$ cat config.mk
export PLATFORM = sky130hd
export DESIGN_NAME = dacctl_top
export DESIGN_NICKNAME = d
export VERILOG_FILES = /design/src/rtl/dacctl_pkg.sv /design/src/rtl/dacctl_settle.sv /design/src/rtl/dacctl_chan.sv /design/src/rtl/dacctl_regif.sv /design/src/rtl/dacctl_top.sv
export SDC_FILE = /design/constraint.sdc
export NUM_CORES = 1
export LEC_CHECK = 0
export BUFFER_PORTS_ARGS = -buffer_cell sky130_fd_sc_hd__buf_4
export CORE_AREA = 2 2 95 97
export DETAILED_ROUTE_END_ITERATION = 6
export DIE_AREA = 0 0 97 99
export PLACE_DENSITY = 0.68
export SETUP_SLACK_MARGIN = 0.2
export SYNTH_ARGS = -nofsm -noshare
export SYNTH_HDL_FRONTEND = slang
export SYNTH_SLANG_ARGS = --single-unit
$ cat constraint.sdc
create_clock -name clk -period 6.8 [get_ports clk]
set_clock_uncertainty 0.05 [all_clocks]
set_input_delay 1.36 -clock clk [delete_from_list [all_inputs] [get_ports clk]]
set_output_delay 1.36 -clock clk [all_outputs]
set_load 0.01 [all_outputs]
$ cat src/rtl/dacctl_pkg.sv
package dacctl_pkg;

    localparam int ADDR_W = 5;
    localparam int BUS_W  = 16;

    // register byte offsets
    localparam logic [ADDR_W-1:0] OFS_CMD  = 5'h04;
    localparam logic [ADDR_W-1:0] OFS_CODE = 5'h06;
    localparam logic [ADDR_W-1:0] OFS_IRQ  = 5'h0E;

    // bit positions in the command and interrupt status words
    localparam int BIT_GO   = 0;
    localparam int BIT_RDY  = 1;
    localparam int BIT_BIP  = 4;
    localparam int BIT_SPAN = 5;
    localparam int BIT_CH   = 8;

    typedef struct packed {
        logic span10;
        logic bipolar;
    } span_t;

    localparam span_t SPAN_RESET = '{span10: 1'b0, bipolar: 1'b0};

    typedef enum logic [1:0] {
        SEL_NONE,
        SEL_CMD,
        SEL_CODE,
        SEL_IRQ
    } regsel_t;

    function automatic span_t decode_span(input logic [BUS_W-1:0] w);
        span_t s;
        s.span10  = w[BIT_SPAN];
        s.bipolar = w[BIT_BIP];
        return s;
    endfunction

    function automatic regsel_t decode_addr(input logic [ADDR_W-1:0] a);
        case (a)
            OFS_CMD:  return SEL_CMD;
            OFS_CODE: return SEL_CODE;
            OFS_IRQ:  return SEL_IRQ;
            default:  return SEL_NONE;
        endcase
    endfunction

endpackage

$ cat src/rtl/dacctl_settle.sv
module dacctl_settle #(
    parameter int SETTLE_CYC = 8
) (
    input  logic clk,
    input  logic rst,
    input  logic start_i,
    output logic busy_o,
    output logic ready_o
);
    localparam int CNT_W = $clog2(SETTLE_CYC + 1);

    logic [CNT_W-1:0] cnt_q;

    always_ff @(posedge clk) begin
        if (rst) begin
            cnt_q <= '0;
        end else if (start_i) begin
            cnt_q <= CNT_W'(SETTLE_CYC);
        end else if (cnt_q != '0) begin
            cnt_q <= cnt_q - 1'b1;
        end
    end

    assign busy_o  = (cnt_q != '0);
    assign ready_o = (cnt_q == CNT_W'(1));

    // an accepted start makes the channel busy on the next cycle
    p_busy_after_start_r5: assert property (@(posedge clk) disable iff (rst)
        start_i |=> busy_o);

    // the ready event closes the window
    p_ready_ends_busy_r5: assert property (@(posedge clk) disable iff (rst)
        ready_o |=> !busy_o);

    // the register interface never restarts a running window
    p_start_only_idle_r6: assert property (@(posedge clk) disable iff (rst)
        start_i |-> !busy_o);

endmodule

$ cat src/rtl/dacctl_chan.sv
module dacctl_chan
    import dacctl_pkg::*;
#(
    parameter int CODE_W = 12
) (
    input  logic              clk,
    input  logic              rst,
    input  logic              load_i,
    input  logic [CODE_W-1:0] code_i,
    input  span_t             span_i,
    output logic [CODE_W-1:0] code_o,
    output span_t             span_o
);
    logic [CODE_W-1:0] code_q;
    span_t             span_q;

    // code and range move on the same edge
    always_ff @(posedge clk) begin
        if (rst) begin
            code_q <= '0;
            span_q <= SPAN_RESET;
        end else if (load_i) begin
            code_q <= code_i;
            span_q <= span_i;
        end
    end

    assign code_o = code_q;
    assign span_o = span_q;

endmodule

$ cat src/rtl/dacctl_regif.sv
module dacctl_regif
    import dacctl_pkg::*;
#(
    parameter int CODE_W = 12,
    parameter int CH_W   = 2
) (
    input  logic              clk,
    input  logic              rst,
    input  logic              wr_en,
    input  logic [ADDR_W-1:0] addr,
    input  logic [BUS_W-1:0]  wdata,
    input  logic              busy_i,
    input  logic              ready_i,
    output logic              commit_o,
    output logic [CH_W-1:0]   sel_ch_o,
    output span_t             sel_span_o,
    output logic [CODE_W-1:0] pend_code_o,
    output logic [BUS_W-1:0]  rdata_o,
    output logic              flag_o
);
    regsel_t sel;
    logic    wr_cmd, wr_code, wr_irq;

    logic [BUS_W-1:1]  cmd_q;
    logic [CODE_W-1:0] code_q;
    logic              flag_q;

    assign sel     = decode_addr(addr);
    assign wr_cmd  = wr_en && (sel == SEL_CMD);
    assign wr_code = wr_en && (sel == SEL_CODE);
    assign wr_irq  = wr_en && (sel == SEL_IRQ);

    always_ff @(posedge clk) begin
        if (rst) begin
            cmd_q  <= '0;
            code_q <= '0;
            flag_q <= 1'b0;
        end else begin
            if (wr_cmd) begin
                cmd_q <= wdata[BUS_W-1:1];
            end
            if (wr_code) begin
                code_q <= wdata[CODE_W-1:0];
            end
            // set has priority over the write-one-to-clear
            if (ready_i) begin
                flag_q <= 1'b1;
            end else if (wr_irq && wdata[BIT_RDY]) begin
                flag_q <= 1'b0;
            end
        end
    end

    // channel and range come from the very write that carries start
    assign commit_o    = wr_cmd && wdata[BIT_GO] && !busy_i;
    assign sel_ch_o    = wdata[BIT_CH +: CH_W];
    assign sel_span_o  = decode_span(wdata);
    assign pend_code_o = code_q;
    assign flag_o      = flag_q;

    always_comb begin
        rdata_o = '0;
        case (sel)
            SEL_CMD:  rdata_o = {cmd_q, busy_i};
            SEL_CODE: rdata_o[CODE_W-1:0] = code_q;
            SEL_IRQ:  rdata_o[BIT_RDY] = flag_q;
            default:  rdata_o = '0;
        endcase
    end

    // a ready event always leaves the flag set
    p_set_wins_r9: assert property (@(posedge clk) disable iff (rst)
        ready_i |=> flag_q);

    // a one written to the ready bit clears it when no event competes
    p_w1c_clears_r8: assert property (@(posedge clk) disable iff (rst)
        (wr_irq && wdata[BIT_RDY] && !ready_i) |=> !flag_q);

endmodule

$ cat src/rtl/dacctl_top.sv
module dacctl_top
    import dacctl_pkg::*;
#(
    parameter int NCH        = 4,
    parameter int CODE_W     = 12,
    parameter int SETTLE_CYC = 8
) (
    input  logic                  clk,
    input  logic                  rst,
    input  logic                  bus_wr,
    input  logic [4:0]            bus_addr,
    input  logic [15:0]           bus_wdata,
    output logic [15:0]           bus_rdata,
    output logic                  ready_irq,
    output logic [NCH*CODE_W-1:0] dac_code,
    output logic [NCH*2-1:0]      dac_span
);
    localparam int CH_W = (NCH > 1) ? $clog2(NCH) : 1;

    logic              commit;
    logic [CH_W-1:0]   sel_ch;
    span_t             sel_span;
    logic [CODE_W-1:0] pend_code;
    logic              busy, ready;

    dacctl_regif #(
        .CODE_W (CODE_W),
        .CH_W   (CH_W)
    ) u_regif (
        .clk         (clk),
        .rst         (rst),
        .wr_en       (bus_wr),
        .addr        (bus_addr),
        .wdata       (bus_wdata),
        .busy_i      (busy),
        .ready_i     (ready),
        .commit_o    (commit),
        .sel_ch_o    (sel_ch),
        .sel_span_o  (sel_span),
        .pend_code_o (pend_code),
        .rdata_o     (bus_rdata),
        .flag_o      (ready_irq)
    );

    dacctl_settle #(
        .SETTLE_CYC (SETTLE_CYC)
    ) u_settle (
        .clk     (clk),
        .rst     (rst),
        .start_i (commit),
        .busy_o  (busy),
        .ready_o (ready)
    );

    for (genvar i = 0; i < NCH; i++) begin : g_chan
        logic  load;
        span_t span_q;

        assign load = commit && (sel_ch == CH_W'(i));

        dacctl_chan #(
            .CODE_W (CODE_W)
        ) u_chan (
            .clk    (clk),
            .rst    (rst),
            .load_i (load),
            .code_i (pend_code),
            .span_i (sel_span),
            .code_o (dac_code[i*CODE_W +: CODE_W]),
            .span_o (span_q)
        );

        assign dac_span[2*i +: 2] = span_q;
    end

    // a write to the code register alone leaves every output unchanged
    p_code_write_quiet_r3: assert property (@(posedge clk) disable iff (rst)
        (bus_wr && bus_addr == OFS_CODE) |=> ($stable(dac_code) && $stable(dac_span)));

    // a start written while busy leaves every output unchanged
    p_busy_start_dropped_r6: assert property (@(posedge clk) disable iff (rst)
        (bus_wr && bus_addr == OFS_CMD && bus_wdata[BIT_GO] && busy)
        |=> ($stable(dac_code) && $stable(dac_span)));

    // the end of a settling window shows up on the irq output
    p_irq_at_window_end_r7: assert property (@(posedge clk) disable iff (rst)
        $fell(busy) |-> ready_irq);

endmodule

---- Word level (Yosys, flattened, before mapping) ----
Cells that the tools add are included.
word-level totals
  register bits after elaboration ......... 88
  input port bits ......................... 24
  output and inout bits ................... 73
  word-level logic and storage cells ...... 53
cells by class
  add/subtract/negate cells ............... 1
  eq/ne operators ......................... 10
  multiplexer cells ....................... 9
  reduce and logical (&&, ||, !) cells .... 16
operators with widths
  operator                                                            count
  10-bit one-hot mux with 2 select lines                              1
  4-bit two-way mux                                                   3
  5-bit by 3-bit == test with 1-bit output, second input constant     2
  1-bit logical AND                                                   10
  2-bit == test, second input constant                                4
  2-bit one-hot mux with 3 select lines                               1
  5-bit by 4-bit == test with 1-bit output, second input constant     1
  2-bit by 1-bit == test with 1-bit output, second input constant     2
  4-bit by 1-bit == test with 1-bit output, second input constant     1
  2-bit nonzero test                                                  2
  4-bit nonzero test                                                  1
  4-bit by 1-bit subtractor with 4-bit output, second input constant  1
  1-bit one-hot mux with 3 select lines                               1
  2-bit logical NOT                                                   1
  1-bit two-way mux                                                   2
  1-bit one-hot mux with 2 select lines                               1
  2-bit OR reduction                                                  1
  1-bit logical NOT                                                   1

---- Depth between registers and ports, before layout ----
Gate-level depths: netlist of the first run.
  depth after elaboration ................. 7
  mapped depth ............................ 9
  mapped depth without buffers ............ 7

---- Cells and area by module ----
A second synthesis of the first run with hierarchy kept.
unflattened totals
  cell total of the unflattened synthesis .. 382
  area, all modules ....................... 3882.5 um^2
modules (own cells, without submodules)
  module         instances  cells each  area each (um^2)  seq. area each (um^2)
  dacctl_chan    4          45          508.0             280.3
  dacctl_regif   1          174         1586.5            560.5
  dacctl_settle  1          24          226.5             80.1
  dacctl_top     1          4           37.5              0.0

---- Worst setup path before layout of the first run ----
No wires, ideal clock.
  kind .................................... input -> output
  start point ............................. input port bus_addr[0]
  end point ............................... output port bus_rdata[10]
  arrival time ............................ 2809 ps
  required time ........................... 5390 ps
  setup slack ............................. 2581 ps
  cell stages on the path ................. 7
  buffers on the path ..................... 2
  path through ............................ nor3b_1 > and2_1 > ha_1 > clkbuf_1 > clkbuf_1 > a22oi_1 > nor2_1
on the way
  longest elaborated chain between the ends .. 4
ends and longest elaborated chain
  element                                                                                               line                text
  start, declared                                                                                       dacctl_top.sv:11    input logic [4:0] bus_addr,
  5-bit by 4-bit == test with 1-bit output or 5-bit by 3-bit == test with 1-bit output (tied branches)  dacctl_pkg.sv:40    case (a)
  2-bit one-hot mux with 3 select lines (*)                                                             dacctl_pkg.sv:40
  2-bit == test or 2-bit by 1-bit == test with 1-bit output (tied branches)                             dacctl_regif.sv:63  case (sel)
  10-bit one-hot mux with 2 select lines (*)                                                            dacctl_regif.sv:63
  end, declared                                                                                         dacctl_top.sv:13    output logic [15:0] bus_rdata,
Mark *: on every way between the ends. The rest lies on a longest branch, timed or not.

---- Worst setup path after layout of the first run ----
  start point ............................. input port bus_addr[0]
  end point ............................... output port bus_rdata[6]
Same word-level chain as after synthesis.

==> flow_summary.ini, run 1 <==
[yosys]
ys_types = 27
synth_top_family_by_area = simple AND/OR/NAND/NOR gates
yosysWarnings = 0
synth_compound_area_share_pct = 6.76
synth_cells = 399
syn_area_per_cell_um2 = 9.37
ys_seq_area_share_pct = 47.1
synthSimpleGateAreaFrac_pct = 24.3
ys_ff_latch = 88
netlist_area_mm2 = 0.00374
synth_mux_area_share_pct = 15.3
synthAdderAreaFrac_pct = 2.01
synthXorXnorAreaFrac_pct = 0.234
syn-num-nets = 429

[die]
start_util_pct = 43.7
ios = 97
rows = 34
die_y_um = 99
dieArea_mm2 = 0.00960
core_area_mm2 = 0.00855
die_x_um = 97

[clock_network]
root_buffer = clkbuf_8
cts_hold_buf = 0
postCtsSetupBuffers = 0
cts_tree = built
cts-resized-gates = 0
clkSlewWorstSetupHoldPaths_ps = 70
clk_latency_ps = 340
cts_buffer_depth = 2
clock_sinks = 88
cts_max_level = 3
numCtsBuffers = 9

[drt]
drc_errors = 0
vias = 2965
post_drt_wl_per_cell_um = 14.7
vias_per_cell = 5.01
ant_nets = 0
routed_wl_um = 8670
drtIter0Drc = 138
dr.pass1.iters = 4

[sta]
timing.final.ws_setup_ps = 2340
final-setup-viol-count = 0
worst_pin_slew_ps = 875
fin_tns_setup_ps = 0
fmaxAchievable_mhz = 224
relSlewSlack_pct = 41.7
rsz0062_at_grt = false
fin_crit_sh_pct = 65.6
hold_violations = 0
fin_crit_ps = 4460
slew_viol_final = 0

[grt]
antenna_found_initial = 0
grt_max_degree = 103
grt.overflow.total = 0
grt_pass1_vias = 2869
grt_pass1_wl_um = 14100
track_usage_pct = 17.9

[setup_path]
arrival_ps = 3050
criticalPathCategory = in2out
critPathLaunchType = input port
crit_path_max_fanout = 20
endpoint_kind = output port
worstPathRequired_ps = 5390

[finish]
mostFrequentLayoutCell = buf_4
fin_area_mm2 = 0.00472
fin_nets = 509
drive_gt1_share_pct = 24.8
fin_util_pct = 55.2
diodes = 0
mostFrequentLayoutCells = 97 x buf_4, 88 x dfxtp_1, 72 x nand2b_1
area_delta_synth_final_pct = 26.2

[placed_design]
pre_cts_slack_ps = 2350
port_buffers = 96
routabilityCongestion = 0.819
place_area_mm2 = 0.00447
dp_hpwl_um = 6080

[power_and_ir_drop]
vdd_ir_drop_max_uv = 131
leakagePower_uw = 0.00210
cellPowerDensity_mw_per_mm2 = 234

[min_path]
hold_path.class = reg2reg

[status]
status = finished clean

[run]
cap_violations = 0
==> power by group <==
part / total (uW) / internal, uW / switching, uW
sequential: 544 / 529 / 15.3
clock: 442 / 255 / 186
combinational: 116 / 59.6 / 56.5
total: 1100 / 844 / 258
==> through the flow <==
stage                     hold WS [ps]  power, uW  std cells
final                              410       1100        592
after global routing               435       1150        592
after CTS                          409       1120        592
after detailed placement           399        673        576
after global placement             389        669        576
after floorplan                    382        637        399
==> final cells by class <==
class                   count  area [um^2]
clock inverters             6          114
well taps                 108          135
clock buffers              10          138
multi-input cells         278         1820
fillers                   794         3830
inverters                   5         18.8
flip-flops and latches     88         1760
repair buffers             97          728
==> worst max-delay path, stage by stage <==
cell     delay, ps
buf_4          110
nor3b_1        240
and2_1         220
ha_1           630
a22oi_1        190
nor2_1         160
buf_4          140
==> path summary, 6_finish.rpt <==
kind / from / end / slack (ps) / cells past startpoint
hold / removal: u_regif.cmd_q[4]$_SDFFE_PP0P_ / u_regif.cmd_q[4]$_SDFFE_PP0P_ / 410 / 2
hold reg to reg: u_regif.cmd_q[4]$_SDFFE_PP0P_ / u_regif.cmd_q[4]$_SDFFE_PP0P_ / 410 / 2
setup / recovery: bus_addr[0] / bus_rdata[6] / 2340 / 7
setup reg to reg: u_settle.cnt_q[0]$_SDFFE_PP0N_ / g_chan[2].u_chan.span_o[1]$_SDFFE_PP0P_ / 4750 / 5
==> cell families after synthesis <==
| kind of cell | count (synthesis) |
|---|---|
| AND/OR/NAND/NOR | 170 |
| AO/OA/AOI/OAI | 44 |
| XOR/XNOR | 1 |
| buffers and inverters | 33 |
| multiplexers | 57 |
| flip-flops | 88 |
| adder cells (fa/ha/maj) | 6 |
==> state kept, by name, summed over array words and instances, names as in the netlist <==
register / cells
u_regif.cmd_q: 15
u_settle.cnt_q: 4
g_chan.u_chan.span_o: 8
g_chan.u_chan.code_o: 48
u_regif.flag_o: 1
u_regif.pend_code_o: 12
==> synth_stat cells (all sizes together) <==
cell / instances / area share, %
and2: 7 / 1.2
a222oi: 1 / 0.27
or3: 1 / 0.17
dfxtp: 88 / 47
xnor2: 1 / 0.23
buf: 8 / 1.8
nor4: 1 / 0.17
nand2: 60 / 6.0
nor2: 14 / 1.4
a22oi: 11 / 2.2
nand2b: 72 / 12
nand4bb: 1 / 0.74
or4b: 1 / 0.37
nor3: 1 / 0.13
mux2i: 57 / 15
a21oi: 32 / 4.3
nand3: 5 / 0.67
or4: 2 / 0.40
inv: 5 / 0.50
nand3b: 1 / 0.20
ha: 6 / 2.0
nor3b: 2 / 0.40
clkbuf: 20 / 2.0
or2: 2 / 0.33
==> routing by layer <==
layer / part of all wire, % / track usage, % / up-vias
li1: - / - / 1471
met1: 48 / 25.7 / 1377
met2: 43 / 26.1 / 111
met3: 8.0 / 5.25 / 6
met4: 0.68 / 5.53 / 0
met5: 0 / 0 / -
(Power assumes the default switching activity.)
==> run 2: changes to the inputs <==
==> constraint.sdc (replaced) <==
create_clock -name clk -period 4.5 [get_ports clk]
set_clock_uncertainty 0.05 [all_clocks]
set_input_delay 0.9 -clock clk [delete_from_list [all_inputs] [get_ports clk]]
set_output_delay 0.9 -clock clk [all_outputs]
set_load 0.01 [all_outputs]
==> run 2 against run 1 <==
First-iteration DRC count rose by 22%. Routed wire length up 0.27%. Worst setup slack lost 1400 ps. Critical endpoint is now bus_rdata[2]. Largest power group unchanged. Sequential share of layout area grew 0.28 points. Non-clock buffer count rose by 1. Largest cell class unchanged. Cell area decreased by 0.74%. Flip-flop and latch count unchanged. Worst hold slack worse by 5.1 ps. Combinational power increased by 50%. Global-route usage is 0.090 points higher. Sequential power increased by 51%. Cell count unchanged.
==> flow_summary.ini, run 2 (synthesis gave the netlist of run 1 again) <==
[sta]
final-setup-viol-count = 0
fin_tns_setup_ps = 0
worst_pin_slew_ps = 875
fin_crit_ps = 3550
fmaxAchievable_mhz = 281
rsz0062_at_grt = false
slew_viol_final = 0
fin_crit_sh_pct = 79.0
relSlewSlack_pct = 41.6
hold_violations = 0

[setup_path]
path_cells = buf_4 -> nor3b_1 -> and2_1 -> ha_1 -> a22oi_1 -> nor2_1 -> buf_4
cpMaxStageDelayCell = ha_1
critPathMaxStageDelay_ps = 640
worstPathRequired_ps = 3550
cp_common_cell = buf_4
critPathLaunchType = input port
criticalPathCategory = in2out
arrival_ps = 2600
endpoint_kind = output port
crit_path_max_fanout = 20

[finish]
largest_reg_flops = 48
drive_gt1_share_pct = 24.6
fin_util_pct = 54.8
area_delta_synth_final_pct = 25.2
fin_nets = 510
diodes = 0
mostFrequentLayoutCells = 98 x buf_4, 88 x dfxtp_1, 72 x nand2b_1
mostFrequentLayoutCell = buf_4
nFillCells = 802

[drt]
post_drt_wl_per_cell_um = 14.7
routed_wl_um = 8700
ant_nets = 0
vias_per_cell = 4.91
vias = 2904
dr.pass1.iters = 4
drtIter0Drc = 169
drc_errors = 0

[die]
ios = 97
rows = 34
start_util_pct = 43.7
dieArea_mm2 = 0.00960
die_y_um = 99
core_area_mm2 = 0.00855
die_x_um = 97

[placed_design]
port_buffers = 96
routabilityCongestion = 0.758
dp_hpwl_um = 6210

[grt]
grt_pass1_wl_um = 14000
grt_pass1_vias = 2750
track_usage_pct = 18.0
antenna_found_initial = 0
grt_max_degree = 103
grt.overflow.total = 0

[clock_network]
cts_hold_buf = 0
clock_sinks = 88
cts_buffer_depth = 2
cts_max_level = 3
postCtsSetupBuffers = 0
clkSlewWorstSetupHoldPaths_ps = 90
cts-resized-gates = 0
root_buffer = clkbuf_8
clk_latency_ps = 350
cts_tree = built
numCtsBuffers = 9

[run]
cap_violations = 0

[power_and_ir_drop]
cellPowerDensity_mw_per_mm2 = 337
fin_total_pwr_uw = 1580
vdd_ir_drop_max_uv = 160
leakagePower_uw = 0.00209

[min_path]
hold_path.class = reg2reg

[status]
status = finished clean
[run 2: where the power goes]
part	switching, uW	leakage [uW]	internal, uW
Sequential	21.8	0.000710	799
Clock	274	0.000103	311
Combinational	84.6	0.00128	89.5
Total	380	0.00209	1200
[run 2: layer usage]
| metal | vias to the layer above | share of wire (%) | track usage [%] |
|---|---|---|---|
| li1 | 1482 | - | - |
| met1 | 1319 | 50 | 26.6 |
| met2 | 97 | 43 | 26.1 |
| met3 | 6 | 6.3 | 4.33 |
| met4 | 0 | 0.90 | 5.20 |
| met5 | - | 0 | 0 |
[run 2: final cells by class]
| cell class | count | area, um^2 | area share [%] |
|---|---|---|---|
| Sequential cell | 88 | 1760 | 37.6 |
| Inverter | 5 | 18.8 | 0.401 |
| Clock inverter | 5 | 81.3 | 1.74 |
| Multi-Input combinational cell | 278 | 1820 | 38.9 |
| Timing Repair Buffer | 98 | 736 | 15.7 |
| Tap cell | 108 | 135 | 2.89 |
| Clock buffer | 10 | 128 | 2.73 |
[run 2: worst max-delay path, delay by kind of cell]
family,cells,cell delay [ps]
AOI/OAI and AO/OA,1,200
adders and majority gates,1,640
buffers and inverters,2,250
and+or+nand+nor,3,600
[run 2: worst paths after layout]
kind                                                      from                                       to  slack [ps]  cells after the start
worst max-delay path                               bus_addr[0]                             bus_rdata[2]         950                      7
worst min-delay path            u_regif.cmd_q[13]$_SDFFE_PP0P_           u_regif.cmd_q[13]$_SDFFE_PP0P_         400                      2
worst min register to register  u_regif.cmd_q[13]$_SDFFE_PP0P_           u_regif.cmd_q[13]$_SDFFE_PP0P_         400                      2
worst max register to register  u_settle.cnt_q[0]$_SDFFE_PP0N_  g_chan[2].u_chan.code_o[5]$_SDFFE_PP0P_        2520                      5
[run 2: through the flow]
stage	cell area [um^2]	instances	worst slack (ps)	hold WS (ps)
global route	4680	592	683	416
CTS	4680	592	937	406
detailed placement	4470	577	883	395
finish	4680	592	947	405
floorplan	3740	399	1200	382
global placement	4470	577	952	389
==> run 3: changes to the inputs <==
==> constraint.sdc (replaced) <==
create_clock -name clk -period 3.6 [get_ports clk]
set_clock_uncertainty 0.05 [all_clocks]
set_input_delay 0.72 -clock clk [delete_from_list [all_inputs] [get_ports clk]]
set_output_delay 0.72 -clock clk [all_outputs]
set_load 0.01 [all_outputs]
==> run 3 against run 2 <==
Sequential power rose by 25%. Non-clock buffer count rose by 1. Cell area fell by 0.27%. Worst setup slack got worse by 480 ps. Power rose by 21%. Critical path depth rose by 1. Worst hold slack improved by 3.9 ps. Cell count rose by 0.34%. Critical endpoint is now bus_rdata[1].
==> flow_summary.ini, run 3 (synthesis gave the netlist of run 1 again) <==
[status]
status = finished clean

[placed_design]
port_buffers = 96
dp_hpwl_um = 6210
routabilityCongestion = 0.835

[run]
cap_violations = 0

[power_and_ir_drop]
cellPowerDensity_mw_per_mm2 = 411
vdd_ir_drop_max_uv = 215
fin_total_pwr_uw = 1920
leakagePower_uw = 0.00208

[drt]
vias_per_cell = 4.97
drc_errors = 0
post_drt_wl_per_cell_um = 14.8
drtIter0Drc = 148
routed_wl_um = 8780
dr.pass1.iters = 5
vias = 2951
ant_nets = 0

[setup_path]
criticalPathCategory = in2out
crit_path_max_fanout = 14
arrival_ps = 2360
worstPathRequired_ps = 2830
critPathLaunchType = input port
endpoint_kind = output port

[sta]
fin_tns_setup_ps = 0
fin_crit_sh_pct = 87.0
hold_violations = 0
worst_pin_slew_ps = 833
fmaxAchievable_mhz = 319
slew_viol_final = 0
relSlewSlack_pct = 44.5
rsz0062_at_grt = false
fin_crit_ps = 3130
final-setup-viol-count = 0

[finish]
drive_gt1_share_pct = 24.7
nFillCells = 779
fin_nets = 511
mostFrequentLayoutCells = 99 x buf_4, 88 x dfxtp_1, 72 x nand2b_1
regArea_mm2 = 0.00176
largest_reg_flops = 48
diodes = 0
multi_input_area_mm2 = 0.00182
area_delta_synth_final_pct = 24.9
mostFrequentLayoutCell = buf_4

[min_path]
hold_path.class = reg2reg

[grt]
grt_pass1_wl_um = 14400
grt_pass1_vias = 2836
track_usage_pct = 18.3
antenna_found_initial = 0
grt_max_degree = 103
grt.overflow.total = 0

[die]
core_area_mm2 = 0.00855
start_util_pct = 43.7
dieArea_mm2 = 0.00960
rows = 34
ios = 97
die_y_um = 99
die_x_um = 97

[clock_network]
clock_sinks = 88
postCtsSetupBuffers = 0
clk_latency_ps = 350
cts_tree = built
cts_max_level = 3
cts_buffer_depth = 2
root_buffer = clkbuf_8
numCtsBuffers = 9
cts_hold_buf = 0
clkSlewWorstSetupHoldPaths_ps = 80
cts-resized-gates = 0
run 3: cell types whose count changed in the layout (fill, tap and decap cells not counted), sizes merged:
cell	delta
inv	-1
clkinvlp	+2
clkbuf	+1
bufinv	-1
buf	+1
run 3: critical path, stage by stage:
cell	delay [ps]
buf_4	110
nor3b_1	240
and2_1	220
inv_1	80
ha_1	370
a222oi_1	400
nor2_1	80
buf_4	150
run 3: worst paths after layout:
path,startpoint,endpoint,slack (ps),cells past startpoint
worst min register to register,u_regif.cmd_q[15]$_SDFFE_PP0P_,u_regif.cmd_q[15]$_SDFFE_PP0P_,410,2
worst max-delay path,bus_addr[0],bus_rdata[1],470,8
worst max register to register,u_settle.cnt_q[0]$_SDFFE_PP0N_,g_chan[3].u_chan.code_o[9]$_SDFFE_PP0P_,1660,5
worst min-delay path,u_regif.cmd_q[15]$_SDFFE_PP0P_,u_regif.cmd_q[15]$_SDFFE_PP0P_,410,2
run 3: layout make-up:
type	instances	share of cell area, %
Tap cell	108	2.89
Clock inverter	5	1.23
Multi-Input combinational cell	278	39.0
Timing Repair Buffer	99	15.9
Inverter	5	0.402
Sequential cell	88	37.7
Clock buffer	11	2.81
run 3: metal layers:
layer | global-route usage [%] | vias to the layer above | share of wire [%]
met5 | 0 | - | 0
met4 | 6.18 | 0 | 0.88
met3 | 3.62 | 8 | 7.1
met2 | 27.2 | 120 | 42
met1 | 26.7 | 1344 | 50
li1 | - | 1479 | -
run 3: metrics by stage:
| stage | instance area [um^2] | worst slack [ps] | utilization [%] | hold WS [ps] | std cells |
|---|---|---|---|---|---|
| 2_1_floorplan | 3740 | 661 | - | 382 | 399 |
| 3_3_place_gp | 4480 | 531 | 52.4 | 388 | 578 |
| 3_5_place_dp | 4480 | 485 | 52.4 | 396 | 578 |
| 4_1_cts | 4670 | 474 | 54.6 | 408 | 594 |
| 5_1_grt | 4670 | 332 | 54.6 | 422 | 594 |
| 6_report | 4670 | 469 | 54.6 | 409 | 594 |
run 3: power by group:
part           internal [uW]  switching [uW]
clock                    320             350
combinational            113             109
sequential               999            27.8
total                   1430             487
